<file path="src/rtl/vid_ser_pkg.sv">
`timescale 1ns/1ps
package vid_ser_pkg;

  typedef enum logic [1:0] {
    MODE_MUTE  = 2'd0,
    MODE_RAW   = 2'd1,
    MODE_CODED = 2'd2
  } line_mode_e;

  // Lock has priority over bypass.
  function automatic line_mode_e pick_mode(input logic locked, input logic raw_sel);
    if (!locked)      return MODE_MUTE;
    else if (raw_sel) return MODE_RAW;
    else              return MODE_CODED;
  endfunction

  // x + 1 line coding: a one flips the level.
  function automatic logic nrzi_step(input logic level, input logic b);
    return level ^ b;
  endfunction

endpackage

</file>
<file path="src/rtl/vid_ser_piso.sv">
`timescale 1ns/1ps
module vid_ser_piso #(
  parameter int WORD_W = 10
) (
  input  logic              clk,
  input  logic              rst_n,
  input  logic              load,
  input  logic [WORD_W-1:0] word,
  output logic              bit_o
);
  logic [WORD_W-1:0] shreg;

  always_ff @(posedge clk) begin
    if (!rst_n)    shreg <= '0;
    else if (load) shreg <= word;
    else           shreg <= {1'b0, shreg[WORD_W-1:1]};
  end

  assign bit_o = shreg[0];

  AST_LOAD_CAPTURE: assert property (@(posedge clk) disable iff (!rst_n)
    load |=> (bit_o == $past(word[0])));
  AST_SHIFT_ORDER: assert property (@(posedge clk) disable iff (!rst_n)
    !load |=> (bit_o == $past(shreg[1])));
endmodule

</file>
<file path="src/rtl/vid_ser_scrambler.sv">
`timescale 1ns/1ps
module vid_ser_scrambler #(
  parameter int HIST_LEN = 9,
  parameter int TAP_NEAR = 4
) (
  input  logic clk,
  input  logic rst_n,
  input  logic clr,
  input  logic din,
  output logic dout
);
  logic [HIST_LEN-1:0] hist;   // hist[0] is the most recent scrambled bit

  assign dout = din ^ hist[TAP_NEAR-1] ^ hist[HIST_LEN-1];

  always_ff @(posedge clk) begin
    if (!rst_n || clr) hist <= '0;
    else               hist <= {hist[HIST_LEN-2:0], dout};
  end

  AST_CLEAR_EMPTY: assert property (@(posedge clk) disable iff (!rst_n)
    clr |=> (hist == '0));
  AST_HIST_FEED: assert property (@(posedge clk) disable iff (!rst_n)
    !clr |=> (hist[0] == $past(dout)));
endmodule

</file>
<file path="src/rtl/vid_ser_line_coder.sv">
`timescale 1ns/1ps
module vid_ser_line_coder
  import vid_ser_pkg::*;
(
  input  logic       clk,
  input  logic       rst_n,
  input  line_mode_e mode,
  input  logic       raw,
  input  logic       scr,
  output logic       sdo
);
  logic level;

  always_ff @(posedge clk) begin
    if (!rst_n) level <= 1'b0;
    else begin
      case (mode)
        MODE_RAW:   level <= raw;
        MODE_CODED: level <= nrzi_step(level, scr);
        default:    level <= 1'b0;
      endcase
    end
  end

  assign sdo = level;

  AST_MUTE_LOW: assert property (@(posedge clk) disable iff (!rst_n)
    (mode == MODE_MUTE) |=> (sdo == 1'b0));
  AST_RAW_PASS: assert property (@(posedge clk) disable iff (!rst_n)
    (mode == MODE_RAW) |=> (sdo == $past(raw)));
  AST_NRZI_EDGE: assert property (@(posedge clk) disable iff (!rst_n)
    (mode == MODE_CODED) |=> ((sdo != $past(sdo)) == $past(scr)));
endmodule

</file>
<file path="src/rtl/vid_serializer.sv">
`timescale 1ns/1ps
module vid_serializer
  import vid_ser_pkg::*;
#(
  parameter int WORD_W   = 10,
  parameter int HIST_LEN = 9,
  parameter int TAP_NEAR = 4
) (
  input  logic              bit_clk,
  input  logic              rst_n,
  input  logic              load,
  input  logic [WORD_W-1:0] word,
  input  logic              bypass,
  input  logic              scr_clear,
  input  logic              pll_locked,
  output logic              sdo
);
  logic       nrz_bit;
  logic       scr_bit;
  line_mode_e mode;

  assign mode = pick_mode(pll_locked, bypass);

  vid_ser_piso #(.WORD_W(WORD_W)) piso_i (
    .clk(bit_clk), .rst_n(rst_n), .load(load), .word(word), .bit_o(nrz_bit)
  );

  vid_ser_scrambler #(.HIST_LEN(HIST_LEN), .TAP_NEAR(TAP_NEAR)) scr_i (
    .clk(bit_clk), .rst_n(rst_n), .clr(scr_clear), .din(nrz_bit), .dout(scr_bit)
  );

  vid_ser_line_coder coder_i (
    .clk(bit_clk), .rst_n(rst_n), .mode(mode), .raw(nrz_bit), .scr(scr_bit), .sdo(sdo)
  );

  AST_RESET_LOW: assert property (@(posedge bit_clk)
    !rst_n |=> (sdo == 1'b0));
endmodule

</file>
<file path="config.mk">
export PLATFORM = sky130hd
export DESIGN_NAME = vid_serializer
export DESIGN_NICKNAME = d
export VERILOG_FILES = /design/src/rtl/vid_ser_pkg.sv /design/src/rtl/vid_ser_piso.sv /design/src/rtl/vid_ser_scrambler.sv /design/src/rtl/vid_ser_line_coder.sv /design/src/rtl/vid_serializer.sv
export SDC_FILE = /design/constraint.sdc
export NUM_CORES = 1
export LEC_CHECK = 0
export ABC_AREA = 1
export BUFFER_PORTS_ARGS = -buffer_cell sky130_fd_sc_hd__buf_2
export CAP_MARGIN = 10
export CORE_UTILIZATION = 30
export CTS_BUF_LIST = sky130_fd_sc_hd__clkbuf_16
export DETAILED_ROUTE_END_ITERATION = 12
export SLEW_MARGIN = 5
export SYNTH_ARGS = -nofsm -noshare
export SYNTH_HDL_FRONTEND = slang
export SYNTH_HIERARCHICAL = 1
export SYNTH_SLANG_ARGS = --single-unit
</file>
<file path="constraint.sdc">
create_clock -name bit_clk -period 1.7 [get_ports bit_clk]
set_input_delay 0.085 -clock bit_clk [delete_from_list [all_inputs] [get_ports bit_clk]]
set_output_delay 0.085 -clock bit_clk [all_outputs]
set_load 0.05 [all_outputs]
</file>
==> results.json, run 1 <==
{
  "status": "finished, final reports clean",
  "synth.area.top_cells": "dfxtp_1 49%, inv_1 13%, nand2_1 12%",
  "cts_buffers": 3,
  "grt_usage_pct": 9.948,
  "synth.most_common_cell": "inv_1",
  "cts.sinks": 20,
  "syn_nets": 132,
  "rsz0062_at_grt": "false",
  "synth_enable_flop_cells": 0,
  "dieArea_um2": 2958,
  "min_path_type": "primary input to flip-flop",
  "tightest_slew_ps": 281.0,
  "crit_arrival_ps": 1200,
  "antenna_found_initial": 0,
  "diodes": 0,
  "ys_seq_area_share_pct": 48.63,
  "cts_tree": "yes",
  "core_area_um2": 2545,
  "cts_resized": 0,
  "ir_drop_mv": 0.6319,
  "post-cts-setup-buffers": 0,
  "yosysTopAreaCell": "dfxtp_1",
  "dp_hpwl_um": 869.7,
  "startpoint_type": "flip-flop",
  "finalWirelength_um": 1176,
  "row_count": 18,
  "drive_above_1_share_pct": 20.61,
  "vias": 633,
  "ioPinCount": 17,
  "hold_viol": 0,
  "grt_max_degree": 20,
  "worstPathRequired_ps": 1890,
  "cap_violations": 0,
  "synth_seq_cells": 20,
  "ys_async_sr_fraction_pct": 0,
  "setup_viol_count_final": 0,
  "gp_congestion": 0.7069,
  "crit_slowest_cell": "dfxtp_1",
  "leakagePower_nw": 0.5207,
  "start_util_pct": 32.35,
  "synthTopCellsByCount": "28 x inv_1, 26 x nand2_1, 26 x nor2_1",
  "post_drt_wl_per_cell_um": 7.304,
  "antenna_left": 0,
  "holdBufCountCts": 0,
  "htreeDepth": 1,
  "cp-end-kind": "flip-flop",
  "powerDensity_nw_per_um2": 1189,
  "portBuffers": 16,
  "final.min_clock_period_ps": 1017,
  "fp.dieW_um": 54.39,
  "netlist_instances": 114,
  "yosysWarnings": 6,
  "placed_cells": 157,
  "timing.slew.headroom_pct": 81.26,
  "slew_violations": 0,
  "setup_tns_ps": 0,
  "nets": 150,
  "grt_pass1_wl_um": 2125,
  "worst_clock_skew_ps": 0.8414,
  "finalCritPeriodShare_pct": 59.80,
  "worstSetupPathType": "flip-flop to flip-flop",
  "critPathMaxFanout": 3,
  "max_stage_delay_ps": 340,
  "fin_cells": 161,
  "path_cells": "inv_1 -> nand2_1 -> nand2_1 -> nand2_2 -> nand2_2 -> inv_1 -> inv_1 -> nand2_1 -> nand3_2 -> a21oi_2",
  "drtIter0Drc": 12,
  "syn_to_final_growth_pct": 22.64,
  "first_global_vias": 532,
  "worstSkewPairLatency_ps": 250,
  "clk_pin_slew_ps": 50,
  "vias_per_cell": 3.932,
  "synth_cell_types": 14,
  "fmax_mhz": 983.6,
  "drt_pass1_iterations": 4,
  "die_height_um": 54.39,
  "cts.path.max_buffers": 2,
  "syn_area_per_cell_um2": 7.222,
  "grt_remaining_overflow": 0,
  "synth_top_flop_cell": "dfxtp_1",
  "synth_top_cell_area_share_pct": 48.63,
  "clockRootBuffer": "clkbuf_16",
  "synth_area_um2": 823.3,
  "route.detailed.drc": 0
}
==> cell usage in the layout, fill, tap and decap left out <==
master and count:
inv_1 28, nand2_1 26, nor2_1 26, dfxtp_1 20, buf_2 16, clkbuf_16 3
nand2_2 3, nor2_2 2, ha_1 2, bufinv_16 1, nand3_2 1, a21oi_2 1
and3_1 1, nand3_1 1
==> stage by stage <==
step / hold WS [ps] / worst slack [ps] / util [%] / instance area (um^2) / power [mW]
after global placement: 326.8 / 744.3 / 35.55 / 904.6 / 0.5802
after detailed placement: 330.7 / 704.8 / 35.55 / 904.6 / 0.5816
after floorplan: 221.1 / 697.7 / - / 823.3 / 0.5627
after global routing: 74.52 / 502.7 / 39.68 / 1010 / 1.255
final: 79.41 / 683.4 / 39.68 / 1010 / 1.201
after CTS: 73.31 / 670.4 / 39.68 / 1010 / 1.211
==> layout make-up <==
| type | instances | area, um^2 |
|---|---|---|
| fillers | 273 | 1535 |
| flip-flops and latches | 20 | 400.4 |
| multi-input cells | 63 | 281.5 |
| inverters | 28 | 105.1 |
| repair buffers | 16 | 80.08 |
| clock buffers | 3 | 75.07 |
| well taps | 30 | 37.54 |
| clock inverters | 1 | 30.03 |
==> flip-flops by register name, indices dropped and copies added, names as in the netlist <==
signal        flops
piso_i/shreg     10
scr_i/hist        9
coder_i/sdo       1
==> power by group <==
group | leakage, nW | switching, mW | total (mW) | internal (mW)
sequential | 0.164 | 0.00519 | 0.491 | 0.486
combinational | 0.306 | 0.0461 | 0.0800 | 0.0339
clock | 0.0511 | 0.164 | 0.630 | 0.466
==> critical path, delay by kind of cell, from the launching register on <==
| kind | cells | cell delay (ps) |
|---|---|---|
| AOI/OAI and AO/OA | 1 | 100 |
| and+or+nand+nor | 6 | 360 |
| DFF | 1 | 340 |
| buffers and inverters | 3 | 150 |
==> final timing paths <==
path,slack [ps],start,cells past startpoint,end
worst min register to register,410,scr_i/hist[6],2,scr_i/hist[7]
worst min-delay path,80,word[9],2,piso_i/shreg[9]
worst max register to register,680,piso_i/shreg[0],10,coder_i/sdo
worst max-delay path,680,piso_i/shreg[0],10,coder_i/sdo
==> cells by family after synthesis <==
family                   share of synthesized area, %
AND/OR/NAND/NOR                                 30.09
adder cells (fa/ha/maj)                         3.039
flip-flops                                      48.63
AO/OA/AOI/OAI                                   1.064
buffers and inverters                           17.17
==> layer usage <==
layer,global-route usage (%),wire [um]
met5,0,0
met4,1.282,0
met3,5.000,74
met2,16.06,529
met1,12.10,572
Power figures use the tool's default switching activity.
==> inputs of run 2 (changes only) <==
==> constraint.sdc (replaced) <==
create_clock -name bit_clk -period 1 [get_ports bit_clk]
set_input_delay 0.05 -clock bit_clk [delete_from_list [all_inputs] [get_ports bit_clk]]
set_output_delay 0.05 -clock bit_clk [all_outputs]
set_load 0.05 [all_outputs]
==> run 2 against run 1 <==
  * Sequential share of layout area decreased by 0.21 points
  * Via count grew 1.9%
  * Power is 50% higher
  * Non-clock buffer count increased by 3
  * Critical path type unchanged
  * Largest power group is now registers
==> results.json, run 2 (synthesis gave the netlist of run 1 again) <==
{
  "worst_slack_ps": 25.41,
  "r2r_start": "piso_i/shreg[0]",
  "worstSkewPairLatency_ps": 250,
  "first_global_vias": 535,
  "cts.path.max_buffers": 2,
  "nets": 153,
  "cp.buffers_inverters": 3,
  "drt_pass1_iterations": 4,
  "holdBufCountCts": 0,
  "clockRootBuffer": "clkbuf_16",
  "timing.slew.headroom_pct": 80.67,
  "antenna_found_initial": 0,
  "crit_slowest_cell": "dfxtp_2",
  "largest_reg_flops": 10,
  "path_common_cell": "nand2_2",
  "critPathMaxFanout": 3,
  "worstPathRequired_ps": 1190,
  "clk_pin_slew_ps": 50,
  "route.detailed.drc": 0,
  "start_util_pct": 32.35,
  "fmax_mhz": 1026,
  "setup_viol_count_final": 0,
  "total_power_mw": 1.801,
  "largest-register": "piso_i/shreg",
  "vias_per_cell": 3.933,
  "cp_top_family": "flip-flops",
  "final.min_clock_period_ps": 974.6,
  "post_drt_wl_per_cell_um": 7.384,
  "rsz0062_at_grt": "true",
  "tightest_slew_ps": 289.9,
  "min_to": "piso_i/shreg[9]",
  "worst_clock_skew_ps": 1.122,
  "slew_violations": 0,
  "final_cell_mix": "26 x nor2_1, 24 x inv_1, 22 x nand2_1",
  "startpoint_type": "flip-flop",
  "grt_pass1_wl_um": 2152,
  "hold_depth": 2,
  "diodes": 0,
  "grt_usage_pct": 10.35,
  "hold_viol": 0,
  "leakagePower_nw": 0.5219,
  "vias": 645,
  "fp.dieW_um": 54.39,
  "cts.sinks": 20,
  "post-route-util_pct": 40.27,
  "path_cells": "inv_2 -> nand2_2 -> nand2_2 -> nand2_2 -> nand2_2 -> inv_2 -> inv_2 -> nand2_2 -> nand3_2 -> a21oi_2",
  "finalCritPeriodShare_pct": 97.46,
  "fin_cells": 164,
  "row_count": 18,
  "cts_tree": "yes",
  "dpl_cell_area_um2": 905.9,
  "dieArea_um2": 2958,
  "powerDensity_nw_per_um2": 1757,
  "worstSetupPathType": "flip-flop to flip-flop",
  "finalWirelength_um": 1211,
  "dp_slack_ps": -28.24,
  "grt_max_degree": 20,
  "drive_above_1_share_pct": 29.85,
  "timing.rr.end": "coder_i/sdo",
  "final_common_cell": "nor2_1",
  "min_path_type": "primary input to flip-flop",
  "die_height_um": 54.39,
  "portBuffers": 16,
  "crit_arrival_ps": 1160,
  "min-delay-start": "word[9]",
  "htreeDepth": 1,
  "max_stage_delay_ps": 350,
  "r2r_cells": 10,
  "status": "finished, final reports clean",
  "grt_remaining_overflow": 0,
  "dp_hpwl_um": 885.2,
  "antenna_left": 0,
  "cp-end-kind": "flip-flop",
  "drtIter0Drc": 13,
  "core_area_um2": 2545,
  "reg2reg_slack_ps": 30,
  "design_area_um2": 1025,
  "placed_cells": 157,
  "ir_drop_mv": 1.129,
  "cts_buffers": 3,
  "cap_violations": 0,
  "gp_congestion": 0.7230,
  "syn_to_final_growth_pct": 24.47,
  "ioPinCount": 17,
  "fill_cells": 276
}
-- run 2: cell count changes in the layout (fill, tap and decap cells not counted), moves of 3 or more --
cell | previous run | this run
nand2_2 | 3 | 7
inv_1 | 28 | 24
inv_2 | 0 | 4
buf_4 | 0 | 3
dfxtp_1 | 20 | 17
dfxtp_2 | 0 | 3
nand2_1 | 26 | 22
-- run 2: worst register-to-register path: cells and delay by family, from the launching register on --
kind	cells	cell delay, ps
AND/OR/NAND/NOR	6	320
flip-flops	1	350
AO/OA/AOI/OAI	1	120
buffers and inverters	3	130
-- run 2: where the power goes --
part	switching [mW]	internal, mW
Sequential	0.00914	0.827
Clock	0.276	0.532
Combinational	0.0863	0.0704
-- run 2: stage by stage --
| stage | hold slack (ps) | setup TNS, ps |
|---|---|---|
| 2_1_floorplan | 178.7 | 0 |
| 3_3_place_gp | 291.7 | 0 |
| 3_5_place_dp | 293.2 | -28.24 |
| 4_1_cts | 32.95 | 0 |
| 5_1_grt | 32.69 | -106.9 |
| 6_report | 37.42 | 0 |
-- run 2: what timing repair did --
action | 4_1_cts | 5_1_grt
pin swaps | 3 | 4
gates cloned | 0 | 0
buffers inserted | 1 | 2
endpoints found under the setup margin | 1 | 1
resized for setup | 5 | 6
-- run 2: routing by layer --
| layer | up-vias | track usage (%) | share of wire (%) |
|---|---|---|---|
| met1 | 273 | 11.60 | 46 |
| li1 | 357 | - | - |
| met4 | 0 | 3.846 | 0 |
| met5 | - | 0 | 0 |
| met2 | 15 | 17.28 | 48 |
| met3 | 0 | 4.444 | 6.0 |
-- run 2: layout make-up --
| type | instances | area [um^2] | share of cell area [%] |
|---|---|---|---|
| flip-flops and latches | 20 | 404.1 | 39.44 |
| inverters | 28 | 105.1 | 10.26 |
| clock inverters | 1 | 3.754 | 0.3663 |
| clock buffers | 3 | 75.07 | 7.326 |
| multi-input cells | 63 | 296.5 | 28.94 |
| repair buffers | 19 | 102.6 | 10.01 |
| well taps | 30 | 37.54 | 3.663 |
-- run 2: worst max path at each step --
stage,from,endpoint,cells past startpoint
final,piso_i/shreg[0],coder_i/sdo,10
after global routing,scr_i/hist[8],coder_i/sdo,8
after CTS,piso_i/shreg[0],coder_i/sdo,10
after detailed placement,piso_i/shreg[0],coder_i/sdo,10
after global placement,piso_i/shreg[0],coder_i/sdo,10
after floorplan,piso_i/shreg[0],coder_i/sdo,10
==> inputs of run 3 (changes only) <==
--- a/config.mk
+++ b/config.mk
@@ -5,10 +5,10 @@
 export SDC_FILE = /design/constraint.sdc
 export NUM_CORES = 1
 export LEC_CHECK = 0
-export ABC_AREA = 1
+export ABC_AREA = 0
 export BUFFER_PORTS_ARGS = -buffer_cell sky130_fd_sc_hd__buf_2
-export CAP_MARGIN = 10
-export CORE_UTILIZATION = 30
+export CAP_MARGIN = 30
+export CORE_UTILIZATION = 40
 export CTS_BUF_LIST = sky130_fd_sc_hd__clkbuf_16
 export DETAILED_ROUTE_END_ITERATION = 12
 export SLEW_MARGIN = 5
==> run 3 against run 2 <==
  * Non-clock buffer count shrank 1
  * Maximum frequency down 0.90%
  * Global-route usage grew 1.6 points
  * Sequential cell count did not move
  * Largest power group unchanged
  * Critical endpoint unchanged
  * Largest cell class unchanged
  * Power decreased by 3.1%
  * Clock skew rose by 2.5 ps
  * Die area is 31% lower
  * Highest routed layer is now met4
  * Sequential power shrank 0.7%
  * Critical path depth shrank 6
==> results.json, run 3 <==
{
  "setup_tns_ps": 0,
  "yosysWarnings": 6,
  "timing.slew.headroom_pct": 77.88,
  "status": "finished, final reports clean",
  "drive_above_1_share_pct": 30.59,
  "synth_area_um2": 742.0,
  "syn_nets": 82,
  "finalCritPeriodShare_pct": 98.34,
  "path_cells": "xnor2_2 -> xnor2_1 -> xnor2_1 -> o21ai_1",
  "final_cell_mix": "19 x dfxtp_1, 16 x buf_2, 10 x mux2i_1, 10 x nor2b_1, 7 x and2_1",
  "grt_usage_pct": 11.98,
  "antenna_found_initial": 0,
  "drt_pass1_iterations": 4,
  "powerDensity_nw_per_um2": 1848,
  "tightest_slew_ps": 331.1,
  "min_to": "piso_i/shreg[6]",
  "vias_per_cell": 4.227,
  "critPathMaxFanout": 2,
  "hold_viol": 0,
  "dp_hpwl_um": 723.3,
  "largest_reg_flops": 10,
  "ir_drop_mv": 0.9742,
  "cp_top_family": "XOR/XNOR gates",
  "first_global_vias": 394,
  "start_util_pct": 42.97,
  "synth_cell_types": 15,
  "grt_max_degree": 12,
  "largest-register": "piso_i/shreg",
  "synth_seq_cells": 20,
  "finalWirelength_um": 994,
  "min-delay-start": "word[6]",
  "synth.most_common_cell": "dfxtp_1",
  "dieArea_um2": 2031,
  "synth.area.top_cells": "dfxtp_1 54%, mux2i_1 13%, nor2b_1 8.4%",
  "min_path_type": "primary input to flip-flop",
  "antenna_left": 0,
  "worstPathRequired_ps": 1140,
  "gp_congestion": 0.7099,
  "ioPinCount": 17,
  "cap_violations": 0,
  "post_drt_wl_per_cell_um": 9.036,
  "synth_enable_flop_cells": 0,
  "cts.sinks": 20,
  "die_height_um": 45.07,
  "netlist_instances": 64,
  "cp.buffers_inverters": 0,
  "yosysTopAreaCell": "dfxtp_1",
  "max_stage_delay_ps": 330,
  "worstSkewPairLatency_ps": 250,
  "ys_async_sr_fraction_pct": 0,
  "startpoint_type": "flip-flop",
  "holdBufCountCts": 0,
  "crit_slowest_cell": "dfxtp_2",
  "r2r_cells": 4,
  "portBuffers": 16,
  "core_area_um2": 1727,
  "cts_buffers": 3,
  "clockRootBuffer": "clkbuf_16",
  "post-cts-setup-buffers": 0,
  "timing.rr.end": "coder_i/sdo",
  "grt_pass1_wl_um": 1676,
  "setup_viol_count_final": 0,
  "ys_seq_area_share_pct": 53.96,
  "cts.path.max_buffers": 2,
  "syn_area_per_cell_um2": 11.59,
  "synth_top_flop_cell": "dfxtp_1",
  "nets": 104,
  "rsz0062_at_grt": "true",
  "worst_clock_skew_ps": 3.584,
  "r2r_start": "piso_i/shreg[0]",
  "path_common_cell": "xnor2_1",
  "cts_tree": "yes",
  "clk_pin_slew_ps": 50,
  "synthTopCellsByCount": "20 x dfxtp_1, 10 x mux2i_1, 10 x nor2b_1",
  "placed_cells": 106,
  "synth_top_cell_area_share_pct": 53.96,
  "cp-end-kind": "flip-flop",
  "row_count": 15,
  "final_common_cell": "dfxtp_1",
  "diodes": 0,
  "reg2reg_slack_ps": 20,
  "slew_violations": 0,
  "route.detailed.drc": 0,
  "htreeDepth": 1,
  "fp.dieW_um": 45.07,
  "vias": 465,
  "worstSetupPathType": "flip-flop to flip-flop",
  "drtIter0Drc": 3,
  "fmax_mhz": 1017,
  "syn_to_final_growth_pct": 27.32,
  "leakagePower_nw": 0.4334,
  "grt_remaining_overflow": 0,
  "crit_arrival_ps": 1120,
  "fin_cells": 110,
  "hold_depth": 3,
  "final.min_clock_period_ps": 983.4
}
-- run 3: changes by cell type after synthesis, sizes merged, moves of 2 or more --
cell	delta
nand3b	+2
nor2b	+10
and2	+8
nand2	-29
nor2	-28
inv	-25
nand3	-2
mux2i	+10
xnor2	+3
-- run 3: worst max-delay path by stage --
stage	depth (start not counted)	end	from	slack, ps
2_1_floorplan	2	coder_i/sdo	coder_i/sdo	10
3_3_place_gp	4	coder_i/sdo	piso_i/shreg[0]	40
3_5_place_dp	4	coder_i/sdo	piso_i/shreg[0]	-3
4_1_cts	4	coder_i/sdo	piso_i/shreg[0]	1
5_1_grt	4	coder_i/sdo	piso_i/shreg[0]	-50
6_report	4	coder_i/sdo	piso_i/shreg[0]	20
-- run 3: worst register-to-register path, cell delays in order (launching register included) --
cell and delay, ps:
dfxtp_2 330, xnor2_2 190, xnor2_1 150, xnor2_1 140, o21ai_1 70
-- run 3: repair_timing --
| item | CTS | global route |
|---|---|---|
| pin swaps | 1 | 4 |
| resized for setup | 0 | 1 |
| endpoints found under the setup margin | 1 | 1 |
-- run 3: cell type report --
type,count,area [um^2]
fill,169,782.0
clock buffer,3,75.07
multi-input combinational,40,326.6
timing repair buffer,18,95.09
tap,25,31.28
clock inverter,1,3.754
inverter,3,11.26
sequential,20,401.6
-- run 3: logic make-up after synthesis --
logic type / Yosys count / synth area share [%]
AOI/OAI and AO/OA: 1 / 0.6739
xor gates and xnor gates: 3 / 3.542
adders and majority gates: 2 / 3.372
buffers and inverters: 4 / 3.035
DFF: 20 / 53.96
muxes: 10 / 13.49
and+or+nand+nor: 24 / 21.92
-- run 3: per-layer routing --
layer,track usage (%),up-vias,share of wire [%]
li1,-,248,-
met1,16.54,203,54
met2,15.36,12,39
met3,3.600,2,5.6
met4,9.091,0,1.0
met5,0,-,0
-- run 3: power breakdown --
group	internal, mW	total, mW	switching, mW	leakage [nW]
Sequential	0.823	0.830	0.00746	0.163
Combinational	0.0725	0.123	0.0506	0.231
Clock	0.531	0.793	0.262	0.0385
-- run 3: stage by stage --
| stage | area [um^2] | hold slack, ps | utilization (%) | setup slack (ps) | power, mW |
|---|---|---|---|---|---|
| floorplan | 749.5 | 178.2 | - | 14.78 | 0.9232 |
| detailed placement | 864.6 | 314.3 | 50.07 | -3.340 | 0.9716 |
| CTS | 943.4 | 60.15 | 54.64 | 1.234 | 1.766 |
| global route | 944.7 | 58.19 | 54.71 | -50.09 | 1.827 |
| global placement | 864.6 | 306.2 | 50.07 | 39.60 | 0.9704 |
| finish | 944.7 | 62.90 | 54.71 | 16.55 | 1.746 |
